===== config.mk =====
export PLATFORM = sky130hd
export DESIGN_NAME = sdram_refresh_sched
export DESIGN_NICKNAME = d
export VERILOG_FILES = /design/src/rtl/sdram_ref_pkg.sv /design/src/rtl/ref_interval_timer.sv /design/src/rtl/ref_pending_ctr.sv /design/src/rtl/sdram_refresh_sched.sv
export SDC_FILE = /design/constraint.sdc
export NUM_CORES = 1
export LEC_CHECK = 0
export BUFFER_PORTS_ARGS = -buffer_cell sky130_fd_sc_hd__buf_2
export CELL_PAD_IN_SITES_DETAIL_PLACEMENT = 2
export CELL_PAD_IN_SITES_GLOBAL_PLACEMENT = 2
export CORE_AREA = 2 2 51 72
export DETAILED_ROUTE_END_ITERATION = 10
export DIE_AREA = 0 0 53 74
export GPL_ROUTABILITY_DRIVEN = 0
export PLACE_DENSITY = 0.87
export SLEW_MARGIN = 20
export SYNTH_ARGS = -nofsm -noshare
export SYNTH_HDL_FRONTEND = slang
export SYNTH_SLANG_ARGS = --single-unit

===== constraint.sdc =====
create_clock -name clk_i -period 3.2 [get_ports clk_i]
set_clock_uncertainty 0.15 [all_clocks]
set_input_delay 0.48 -clock clk_i [delete_from_list [all_inputs] [get_ports clk_i]]
set_output_delay 0.48 -clock clk_i [all_outputs]
set_load 0.02 [all_outputs]

===== src/rtl/sdram_ref_pkg.sv =====
package sdram_ref_pkg;
  localparam int unsigned PERIOD_W_DEF = 10;
  localparam int unsigned MAX_PEND_DEF = 4;
endpackage


===== src/rtl/ref_interval_timer.sv =====
module ref_interval_timer #(
  parameter int unsigned PERIOD_W = 10
) (
  input  logic                clk_i,
  input  logic                rst_ni,
  input  logic [PERIOD_W-1:0] period_i,
  output logic                due_o
);
  logic [PERIOD_W-1:0] cnt_q, cnt_d;
  logic                enabled;
  logic                expire;

  assign enabled = (period_i != '0);
  // >= so a period shrunk below the running count expires at once
  assign expire  = enabled && (cnt_q >= (period_i - 1'b1));
  assign due_o   = expire;

  always_comb begin
    cnt_d = cnt_q;
    if (!enabled)    cnt_d = '0;
    else if (expire) cnt_d = '0;
    else             cnt_d = cnt_q + 1'b1;
  end

  always_ff @(posedge clk_i or negedge rst_ni) begin
    if (!rst_ni) cnt_q <= '0;
    else         cnt_q <= cnt_d;
  end

  assert_reload_R2: assert property (@(posedge clk_i) disable iff (!rst_ni)
    due_o |=> (cnt_q == '0));

  assert_parked_R7: assert property (@(posedge clk_i) disable iff (!rst_ni)
    (period_i == '0) |=> (cnt_q == '0));

  assert_in_range_R1: assert property (@(posedge clk_i) disable iff (!rst_ni)
    (period_i != '0 && $stable(period_i)) |-> (cnt_q < period_i));
endmodule


===== src/rtl/ref_pending_ctr.sv =====
module ref_pending_ctr #(
  parameter int unsigned MAX_PEND = 4,
  localparam int unsigned CW = $clog2(MAX_PEND + 1)
) (
  input  logic          clk_i,
  input  logic          rst_ni,
  input  logic          inc_i,
  input  logic          done_i,
  output logic [CW-1:0] cnt_o
);
  localparam logic [CW-1:0] MAX_C = CW'(MAX_PEND);

  logic [CW-1:0] cnt_q, cnt_d;
  logic          dec;
  logic          full;

  assign dec  = done_i && (cnt_q != '0);
  assign full = (cnt_q == MAX_C);

  always_comb begin
    cnt_d = cnt_q;
    unique case ({inc_i, dec})
      2'b10:   if (!full) cnt_d = cnt_q + 1'b1;
      2'b01:   cnt_d = cnt_q - 1'b1;
      default: cnt_d = cnt_q;
    endcase
  end

  always_ff @(posedge clk_i or negedge rst_ni) begin
    if (!rst_ni) cnt_q <= '0;
    else         cnt_q <= cnt_d;
  end

  assign cnt_o = cnt_q;

  assert_no_overflow_R5: assert property (@(posedge clk_i) disable iff (!rst_ni)
    cnt_q <= MAX_C);

  assert_no_underflow_R6: assert property (@(posedge clk_i) disable iff (!rst_ni)
    (cnt_q == '0 && !inc_i) |=> (cnt_q == '0));

  assert_coincident_R6: assert property (@(posedge clk_i) disable iff (!rst_ni)
    (inc_i && done_i && cnt_q != '0) |=> $stable(cnt_q));
endmodule


===== src/rtl/sdram_refresh_sched.sv =====
module sdram_refresh_sched
  import sdram_ref_pkg::*;
#(
  parameter int unsigned PERIOD_W = PERIOD_W_DEF,
  parameter int unsigned MAX_PEND = MAX_PEND_DEF,
  localparam int unsigned CW = $clog2(MAX_PEND + 1)
) (
  input  logic                clk_i,
  input  logic                rst_ni,
  input  logic [PERIOD_W-1:0] period_i,
  input  logic                bus_busy_i,
  input  logic                ref_done_i,
  output logic                ref_req_o
);
  logic          due;
  logic [CW-1:0] pend_cnt;

  ref_interval_timer #(.PERIOD_W(PERIOD_W)) u_timer (
    .clk_i   (clk_i),
    .rst_ni  (rst_ni),
    .period_i(period_i),
    .due_o   (due)
  );

  ref_pending_ctr #(.MAX_PEND(MAX_PEND)) u_pend (
    .clk_i (clk_i),
    .rst_ni(rst_ni),
    .inc_i (due),
    .done_i(ref_done_i),
    .cnt_o (pend_cnt)
  );

  assign ref_req_o = (pend_cnt != '0) && !bus_busy_i;

  // a refresh that just fell due must be visible on an idle bus
  assert_due_served_R3: assert property (@(posedge clk_i) disable iff (!rst_ni)
    ($past(due) && !bus_busy_i) |-> ref_req_o);
endmodule


==> results of run 1 <==
flip-flops by register name, indices dropped and copies added (netlist names):
signal	cells
u_timer.cnt_q	10
u_pend.cnt_o	3
worst reg2reg max path, stage by stage (launching register included):
cell and delay, ns:
dfrtp_1 0.43, ha_1 0.34, a21o_1 0.21, a21oi_2 0.19
o31ai_4 0.08, o21ai_2 0.14, nand3b_1 0.12, fa_2 0.35
or3_4 0.37, a31oi_1 0.17, o21ai_1 0.08
logic make-up after synthesis:
logic type,share of synthesized area (%)
simple gates,21.5
compound gates,13.2
xor+xnor,14.6
fa+ha+maj,16.9
flops,30.1
buf+inv,3.82
worst max path at each step:
stage / endpoint / slack (ns) / cells after the start
5_1_grt: u_pend.cnt_o[2] / -0.16 / 15
6_report: u_pend.cnt_o[2] / -0.004 / 15
2_1_floorplan: u_pend.cnt_o[2] / -0.14 / 15
4_1_cts: u_pend.cnt_o[2] / 0.004 / 15
3_5_place_dp: u_pend.cnt_o[1] / -0.42 / 15
3_3_place_gp: u_pend.cnt_o[2] / -0.21 / 15
placed cells by master, fill, tap and decap left out, drive strengths merged:
cell         count
inv              8
a41oi            1
o31ai            2
nor3             4
nand3            6
a21boi           1
ha              13
o21ai            3
a21o             1
clkbuf           4
o21a             1
a21oi            6
a221oi           1
a31oi            1
and3             3
dfrtp           13
nand4b           2
nand2            9
nand4            1
o2bb2ai          1
buf             35
fa               1
nor4             2
nor2            18
a211oi           1
xnor2            8
xor2            10
dlygate4sd3      1
or3              2
nand3b           1
layer usage:
metal / up-vias / global-route usage [%]
met2: 20 / 38.9
met1: 523 / 18.4
li1: 500 / -
met5: - / 0
met3: 7 / 1.20
met4: 0 / 10.5
metrics by stage:
step	hold slack, ns	setup slack, ns	power (mW)	utilization [%]
floorplan	0.0344	-0.136	0.561	-
global placement	0.231	-0.212	0.667	40.6
detailed placement	0.236	-0.424	0.715	40.6
CTS	0.387	0.00389	0.897	43.5
global route	0.420	-0.163	1.01	46.0
finish	0.386	-0.00427	0.922	46.0
power groups by stage:
stage	clock (mW)	sequential, mW	combinational (mW)
after floorplan	0	0.275	0.286
after global placement	0	0.293	0.374
after detailed placement	0	0.300	0.415
after CTS	0.161	0.299	0.437
after global routing	0.167	0.314	0.524
final	0.154	0.302	0.466
layout make-up:
cell class                      count  share of cell area, %
Clock buffer                        4                   2.98
Tap cell                           40                   3.31
Timing Repair Buffer               36                   17.1
Sequential cell                    13                   21.5
Multi-Input combinational cell     99                   53.1
Inverter                            8                   1.99
repair_timing:
item	CTS	global route
hold buffers	1	0
setup endpoints to repair	2	2
setup buffers	1	5
pin swaps	8	14
gates cloned	0	0
hold endpoints to repair	13	0
resized for setup	6	14
==> key figures, run 1 <==
Status
  • Status: finished, violations left
  • Failing checks: setup timing

STA
  • Hold Vio Cnt, Final: 0
  • Final setup viols: 1
  • Fin. max-slew vios: 0
  • Achievable Freq: between 0.3 and 0.4 GHz
  • Setup TNS: -0.00427 ns
  • RSZ-0062 raised after global routing: true
  • Fin crit share: 100%
  • Slew HR: roughly four fifths
  • Final worst setup slack: -0.00427 ns
  • Post-layout min period: 3.20 ns
  • Slew @ Worst Pin: 0.310 ns

Layout
  • Final instance area: about 0.0015 mm²
  • Reg area: 325 µm²
  • Layout Cells excl Fill: 200
  • Multi-input gate area: between 800 and 900 µm²
  • Synthesis-to-layout area growth: 39.5%
  • Final net count: 189
  • Fill cells: 361
  • Share of cells above drive strength 1: 36.3%
  • # diodes: 0

Critical path
  • Critical Path RT: 3.19 ns
  • Kind of cell adding the most delay to the critical path: simple AND/OR/NAND/NOR gates
  • Critical path startpoint category: input pin
  • Setup slack, reg-to-reg: 0.44 ns
  • Setup Crit Path Kind: in -> reg
  • Worst setup path startpoint: period_i[2]
  • CP max stage cell: or3_4
  • Crit path DAT: around 3.2 ns
  • Cells along the critical path: buf_8, nor3_4, and3_4, nand2_2, xor2_1, ha_1, a21oi_2, o21a_1, o31ai_4, o21ai_2, nand3b_1, fa_2, or3_4, a31oi_1, o21ai_1
  • Setup crit end kind: flop
  • Critical R2R Capture: u_pend.cnt_o[2]
  • CP Max Fanout: 3
  • Reg2Reg Depth: 10
  • Crit path largest cell delay: between 0.3 and 0.4 ns
  • Worst Path Buf+Inv: 1
  • Worst r2r src: u_timer.cnt_q[3]

Synthesis
  • Synth top area cells: dfrtp_1 30%, ha_1 15%, xor2_1 8.1%
  • Seq/Total Area, Yosys: 30.1%
  • Cells after synthesis: 121
  • Synth area leader: dfrtp_1
  • Yosys cell types: 32
  • YS warnings: 0
  • Syn avg cell area: 8.94 µm²
  • Post-Syn Area: 0.00108 mm²
  • Top_reg_cell synth: dfrtp_1
  • #FFs+latches synth: 13
  • Number of flops mapped to enable cells by yosys: 0
  • Most frequent cell after synthesis: nor2_1
  • Top cell type's share of synthesized area: 30.1%
  • Post-synth top cells: 18 x nor2_1, 13 x dfrtp_1, 13 x ha_1
  • Synth async-reset ratio: 100%
  • Net count after synthesis: 149

Clock tree
  • Clock slew at reported path FFs: 0.06 ns
  • CTS sink cnt: 13
  • CTS root buffer: clkbuf_8
  • CTS Buf Count: 3
  • Clock Latency Late Sink: approximately 0.25 ns
  • # H-tree levels: 1
  • Clk buf depth: 2
  • CTS tree: yes

Drt
  • Routed length per instance: 16.8 µm
  • Vias per cell: 5.25
  • Routed WL: 3350 µm
  • Final ANT Viol Nets: 0
  • DR vias: ~1100
  • 1st-iter DRT viols: 6
  • Drt pass-1 iters: 3
  • Met3 wire len: 59 µm
  • WL met1: 1190 µm
  • Top layer in use: met4
  • DRC Markers: 0
  • Met2 routed WL: 2000 µm

Die
  • Die footprint: 0.00392 mm²
  • Cell row count: 25
  • Die width: between 50 and 60 µm
  • CORE AREA: 0.00328 mm²
  • Die Y: 74 µm
  • Starting density of the core: 33.0%
  • I/O pin count: 15

Power
  • Clock power share: around 17%
  • Switch share: 42.5%
  • Maximum vdd drop: roughly 0.26 mV
  • Static leakage: just under 0.7 nW
  • Combinational power share: 50.5%
  • Net Sw Power: 0.392 mW
  • Power Density: slightly above 600 mW/mm²
  • Total internal power: about 0.53 mW
  • Seq pwr share: between 30% and 40%

Global routing
  • Gr ovfl total: 0
  • Largest net degree at the start of global routing: 14
  • Number of global-route vias before repair: 1246
  • Total GRT Usage: 19.3%
  • First-pass GRT wire length: 5470 µm
  • Initial antenna violation count: 0

Place
  • Placed Instances: between 150 and 200
  • Input/output buffers: 14
  • Placed cell areas: 0.00133 mm²
  • Detailed Place HPWL: about 2600 µm

Worst hold path
  • Hold Path Depth: 1
  • Hold Crit Class: reg -> reg
  • Worst Hold Launch: u_pend.cnt_o[2]
  • Min-Delay Endpoint: u_pend.cnt_o[2]

Run
  • Maxcap violations: 0
Note: power is estimated with default switching activity, not from simulation.
==> inputs of run 2 (changes only) <==
==> constraint.sdc (replaced) <==
create_clock -name clk_i -period 3.1 [get_ports clk_i]
set_clock_uncertainty 0.15 [all_clocks]
set_input_delay 0.465 -clock clk_i [delete_from_list [all_inputs] [get_ports clk_i]]
set_output_delay 0.465 -clock clk_i [all_outputs]
set_load 0.02 [all_outputs]
==> run 2 against run 1 <==
Compared with the run above: largest power group unchanged; the run still ends with setup timing left; design area down 1.4%; combinational power up 2%; routed wire length down 8.3%; via count down 2.7%; largest cell class unchanged.
==> key figures, run 2 (synthesized netlist as in run 1, its figures left out) <==
Status
  • Status: finished, violations left
  • Failing checks: setup timing

Clock tree
  • # H-tree levels: 1 (unchanged)
  • CTS tree: yes
  • CTS sink cnt: 13 (unchanged)
  • CTS Buf Count: 3 (unchanged)
  • Clock slew at reported path FFs: 0.06 ns (about the same)
  • CTS root buffer: clkbuf_8
  • Clock Latency Late Sink: 0.24 ns (about the same)
  • Clk buf depth: 2 (unchanged)

Global routing
  • Largest net degree at the start of global routing: 14 (unchanged)
  • First-pass GRT wire length: 5080 µm (-7.2%)
  • Number of global-route vias before repair: 1153 (-7.5%)
  • Initial antenna violation count: 0 (unchanged)
  • Total GRT Usage: 17.5% (-1.8 points)
  • Gr ovfl total: 0 (unchanged)

Critical path
  • Worst setup path startpoint: period_i[2]
  • Worst r2r src: u_timer.cnt_q[3]
  • Setup slack, reg-to-reg: 0.41 ns (-0.03 ns)
  • Critical R2R Capture: u_pend.cnt_o[2]
  • Reg2Reg Depth: 10 (unchanged)
  • Critical path startpoint category: input pin
  • CP Max Fanout: 3 (unchanged)
  • Critical Path RT: 3.07 ns (-0.12 ns)
  • Setup Crit Path Kind: in -> reg
  • Crit path DAT: 3.08 ns (-0.11 ns)
  • Worst Setup EP: u_pend.cnt_o[2]
  • Setup crit end kind: flop

Layout
  • # diodes: 0 (unchanged)
  • Most frequent cells in the layout: 18 x nor2_1, 17 x buf_4, 13 x dfrtp_1
  • Most common cell after layout, fill and taps aside: nor2_1
  • Biggest register: u_timer.cnt_q
  • Synthesis-to-layout area growth: 37.6%
  • Flip-flop count of the largest register after layout: 10 (unchanged)
  • Fill cells: 375 (+3.9%)
  • Fin util: 45.3% (-0.65 points)
  • Final net count: 186 (-1.6%)
  • Share of cells above drive strength 1: 36.3% (+0.056 points)
  • Final instance area: 0.00149 mm² (-1.4%)

Power
  • Total power: 0.931 mW (+1.0%)
  • Power Density: 626 mW/mm² (+2.5%)
  • Static leakage: 0.674 nW (-1.8%)
  • Maximum vdd drop: 0.393 mV (+49%)

Place
  • Input/output buffers: 14 (unchanged)
  • Placed cell areas: 0.00133 mm² (unchanged)
  • Detailed Place HPWL: 2640 µm (+1.2%)

Worst hold path
  • Hold Crit Class: reg -> reg

Drt
  • DR vias: 1022 (-2.7%)
  • Vias per cell: 5.19 (-1.2%)
  • DRC Markers: 0 (unchanged)
  • Drt pass-1 iters: 2 (-1)
  • Final ANT Viol Nets: 0 (unchanged)
  • Routed length per instance: 15.6 µm (-6.9%)
  • Routed WL: 3070 µm (-8.3%)
  • 1st-iter DRT viols: 4 (-2)

Die
  • Cell row count: 25 (unchanged)
  • Die Y: 74 µm (unchanged)
  • Die width: 53 µm (unchanged)
  • CORE AREA: 0.00328 mm² (unchanged)
  • Die footprint: 0.00392 mm² (unchanged)
  • Starting density of the core: 33.0% (unchanged)
  • I/O pin count: 15 (unchanged)

STA
  • Fin. max-slew vios: 0 (unchanged)
  • Final setup viols: 1 (unchanged)
  • Slew HR: 78.0% (-1.2 points)
  • Final worst setup slack: -0.0107 ns (-0.00644 ns)
  • Fin crit share: 100%
  • RSZ-0062 raised after global routing: true
  • Slew @ Worst Pin: 0.328 ns (+0.0183 ns)
  • Post-layout min period: 3.11 ns
  • Achievable Freq: 0.321 GHz
  • Hold Vio Cnt, Final: 0 (unchanged)

Run
  • Maxcap violations: 0 (unchanged)
[run 2: changes by cell type in the layout (fill, tap and decap cells not counted), sizes merged]
| cell | before | now |
|---|---|---|
| buf | 35 | 32 |
[run 2: worst min-delay path by stage]
stage | startpoint | cells after the start | to | slack, ns
floorplan | rst_ni | 0 | u_pend.cnt_o[0] | 0.02
global placement | rst_ni | 1 | u_timer.cnt_q[8] | 0.22
detailed placement | rst_ni | 1 | u_timer.cnt_q[7] | 0.21
CTS | u_timer.cnt_q[0] | 1 | u_timer.cnt_q[0] | 0.39
global route | u_timer.cnt_q[0] | 1 | u_timer.cnt_q[0] | 0.42
finish | u_timer.cnt_q[0] | 1 | u_timer.cnt_q[0] | 0.39
[run 2: repair_timing]
item,CTS,global route
hold endpoints to repair,13,0
pin swaps,15,2
hold buffers,1,0
endpoints found under the setup margin,2,2
resized for setup,20,0
setup buffers,2,0
[run 2: per-layer routing]
layer  wire length [µm]  GRT usage, %  up-vias
li1                   -             -      495
met3                 42          1.41        2
met1               1150          18.0      510
met5                  0             0        -
met4                 25          4.27        0
met2               1860          36.3       15
[run 2: stage by stage]
stage	hold slack, ns	instances	setup slack [ns]	TNS (ns)
after global placement	0.216	190	-0.303	-0.594
after detailed placement	0.214	190	-0.488	-0.964
after global routing	0.417	197	-0.198	-0.346
after floorplan	0.0194	121	-0.221	-0.281
final	0.390	197	-0.0107	-0.0107
after CTS	0.391	197	-0.0390	-0.0403
[run 2: layout make-up]
| class | instances | area [µm²] | area share [%] |
|---|---|---|---|
| multi-input combinational | 99 | 807 | 54.2 |
| inverter | 8 | 30.0 | 2.02 |
| sequential | 13 | 325 | 21.8 |
| timing repair buffer | 33 | 231 | 15.5 |
| clock buffer | 4 | 45.0 | 3.03 |
| tap | 40 | 50.0 | 3.36 |
[run 2: worst max-delay path, stage by stage]
cell,delay (ns)
buf_6,0.10
nor3_4,0.17
and3_4,0.22
nand2_1,0.07
xor2_1,0.15
ha_1,0.32
a21oi_2,0.14
o21a_1,0.14
o31ai_2,0.08
o21ai_2,0.14
nand3b_1,0.12
fa_2,0.35
or3_4,0.37
a31oi_1,0.16
o21ai_1,0.08
[run 2: where the power goes]
part	switching, mW	internal [mW]
Clock	0.0595	0.0906
Sequential	0.0769	0.229
Combinational	0.246	0.229
Total	0.382	0.549
==> inputs of run 3 (changes only) <==
==> constraint.sdc (replaced) <==
create_clock -name clk_i -period 3.38 [get_ports clk_i]
set_clock_uncertainty 0.15 [all_clocks]
set_input_delay 0.507 -clock clk_i [delete_from_list [all_inputs] [get_ports clk_i]]
set_output_delay 0.507 -clock clk_i [all_outputs]
set_load 0.02 [all_outputs]
==> run 3 against run 2 <==
Compared with the run above: the flow finishes with violations (hold timing); critical path type unchanged; global-route usage fell by 0.45 points; final cell count fell by 2.5%; clock power fell by 10%; sequential share of layout area rose by 0.98 points; via count fell by 3.8%; register-to-register slack improved by 0.22 ns; highest routed layer unchanged; total power fell by 9.0%.
==> key figures, run 3 (synthesized netlist as in run 1, its figures left out) <==
Status
  • Status: finished, violations left
  • Failing checks: hold timing

Layout
  • Fill cells: 385 (+2.7%)
  • Synthesis-to-layout area growth: 31.7%
  • Final net count: 181 (-2.7%)
  • Most common cell after layout, fill and taps aside: nor2_1
  • Fin util: 43.4% (-1.9 points)
  • Biggest register: u_timer.cnt_q
  • Flip-flop count of the largest register after layout: 10 (unchanged)
  • Share of cells above drive strength 1: 32.2% (-4.1 points)
  • Most frequent cells in the layout: 18 x nor2_1, 14 x buf_4, 13 x dfrtp_1
  • # diodes: 0 (unchanged)

Critical path
  • Setup Crit Path Kind: in -> reg
  • Crit path DAT: 3.21 ns (+0.13 ns)
  • Kind of cell adding the most delay to the critical path: simple AND/OR/NAND/NOR gates
  • Critical Path RT: 3.35 ns (+0.28 ns)
  • Worst Path Buf+Inv: 1 (unchanged)
  • Critical path startpoint category: input pin
  • CP max stage cell: fa_2
  • Worst setup path startpoint: period_i[2]
  • Worst r2r src: u_timer.cnt_q[3]
  • Cells along the critical path: buf_8, nor3_4, and3_4, nand2_2, xor2_1, ha_1, a21oi_2, o21a_1, o31ai_4, o21ai_2, nand3b_1, fa_2, or3_4, a31oi_1, o21ai_1
  • Crit path largest cell delay: 0.38 ns (about the same)
  • Setup crit end kind: flop
  • CP Max Fanout: 3 (unchanged)

Die
  • Starting density of the core: 33.0% (unchanged)
  • Die width: 53 µm (unchanged)
  • CORE AREA: 0.00328 mm² (unchanged)
  • Die Y: 74 µm (unchanged)
  • Die footprint: 0.00392 mm² (unchanged)
  • Cell row count: 25 (unchanged)
  • I/O pin count: 15 (unchanged)

Place
  • Input/output buffers: 14 (unchanged)
  • Detailed Place HPWL: 2540 µm (-4.0%)

Drt
  • Top layer in use: met4
  • Routed length per instance: 16.2 µm (+3.8%)
  • Vias per cell: 5.12 (-1.3%)
  • Routed WL: 3110 µm (+1.1%)
  • DRC Markers: 0 (unchanged)
  • DR vias: 983 (-3.8%)
  • WL met1: 1180 µm (+2.8%)
  • 1st-iter DRT viols: 12 (+8)
  • Final ANT Viol Nets: 0 (unchanged)
  • Met2 routed WL: 1850 µm (-0.48%)
  • Met3 wire len: 51 µm (+21%)
  • Drt pass-1 iters: 2 (unchanged)

Power
  • Power Density: 595 mW/mm² (-4.9%)
  • Total power: 0.848 mW (-9.0%)
  • Static leakage: 0.645 nW (-4.3%)
  • Maximum vdd drop: 0.251 mV (-36%)

Run
  • Maxcap violations: 0 (unchanged)

STA
  • Setup TNS: 0 ns (+0.0107 ns)
  • Final setup viols: 0 (-1)
  • Hold slack final: -0.00125 ns (-0.391 ns)
  • Achievable Freq: between 0.3 and 0.4 GHz
  • Slew HR: 77.9% (about the same)
  • Post-layout min period: 3.24 ns
  • RSZ-0062 raised after global routing: true
  • Hold Vio Cnt, Final: 8 (+8)
  • Fin. max-slew vios: 0 (unchanged)
  • Slew @ Worst Pin: 0.330 ns (+0.00233 ns)
  • Fin crit share: 95.8%

Clock tree
  • Clock Latency Late Sink: 0.24 ns (about the same)
  • # H-tree levels: 1 (unchanged)
  • CTS root buffer: clkbuf_8
  • CTS sink cnt: 13 (unchanged)
  • CTS Buf Count: 3 (unchanged)
  • Clk buf depth: 2 (unchanged)
  • CTS tree: yes
  • Clock slew at reported path FFs: 0.05 ns (about the same)

Worst hold path
  • Hold Crit Class: in -> async

Global routing
  • Gr ovfl total: 0 (unchanged)
  • Number of global-route vias before repair: 1139 (-1.2%)
  • Initial antenna violation count: 0 (unchanged)
  • Largest net degree at the start of global routing: 14 (unchanged)
  • Total GRT Usage: 17.1% (-0.45 points)
  • First-pass GRT wire length: 5020 µm (-1.2%)
run 3: worst paths after layout:
path / to / depth (start not counted) / slack, ns
max: u_pend.cnt_o[2] / 15 / 0.14
max in group asynchronous: u_timer.cnt_q[3] / 1 / 2.86
min: u_timer.cnt_q[8] / 1 / -0.001
min reg2reg: u_pend.cnt_o[2] / 1 / 0.38
min in group clk_i: u_pend.cnt_o[2] / 1 / 0.38
max reg2reg: u_pend.cnt_o[2] / 10 / 0.63
run 3: what timing repair did:
item	CTS	global route
hold buffers	0	0
gates resized for setup	0	19
setup endpoints to repair	0	2
buffers inserted	0	3
run 3: per-layer routing:
| layer | up-vias | track usage (%) |
|---|---|---|
| li1 | 482 | - |
| met1 | 484 | 18.8 |
| met2 | 15 | 34.0 |
| met3 | 2 | 0.602 |
| met4 | 0 | 5.13 |
| met5 | - | 0 |
run 3: metrics by stage:
step | cell area [µm²] | std cells | worst slack [ns]
2_1_floorplan | 1090 | 121 | 0.0145
3_3_place_gp | 1280 | 185 | -0.0350
3_5_place_dp | 1280 | 185 | -0.233
4_1_cts | 1330 | 189 | 0.0119
5_1_grt | 1430 | 192 | -0.0682
6_report | 1430 | 192 | 0.141
run 3: cell type report:
class | instances | area, µm² | area share, %
flip-flops and latches | 13 | 325 | 22.8
multi-input cells | 99 | 783 | 55.0
clock buffers | 4 | 45.0 | 3.16
repair buffers | 28 | 191 | 13.4
inverters | 8 | 30.0 | 2.11
well taps | 40 | 50.0 | 3.51
run 3: report_power, final:
group / total [mW] / switching [mW] / internal (mW)
Sequential: 0.286 / 0.0758 / 0.210
Clock: 0.135 / 0.0522 / 0.0831
Combinational: 0.427 / 0.228 / 0.199
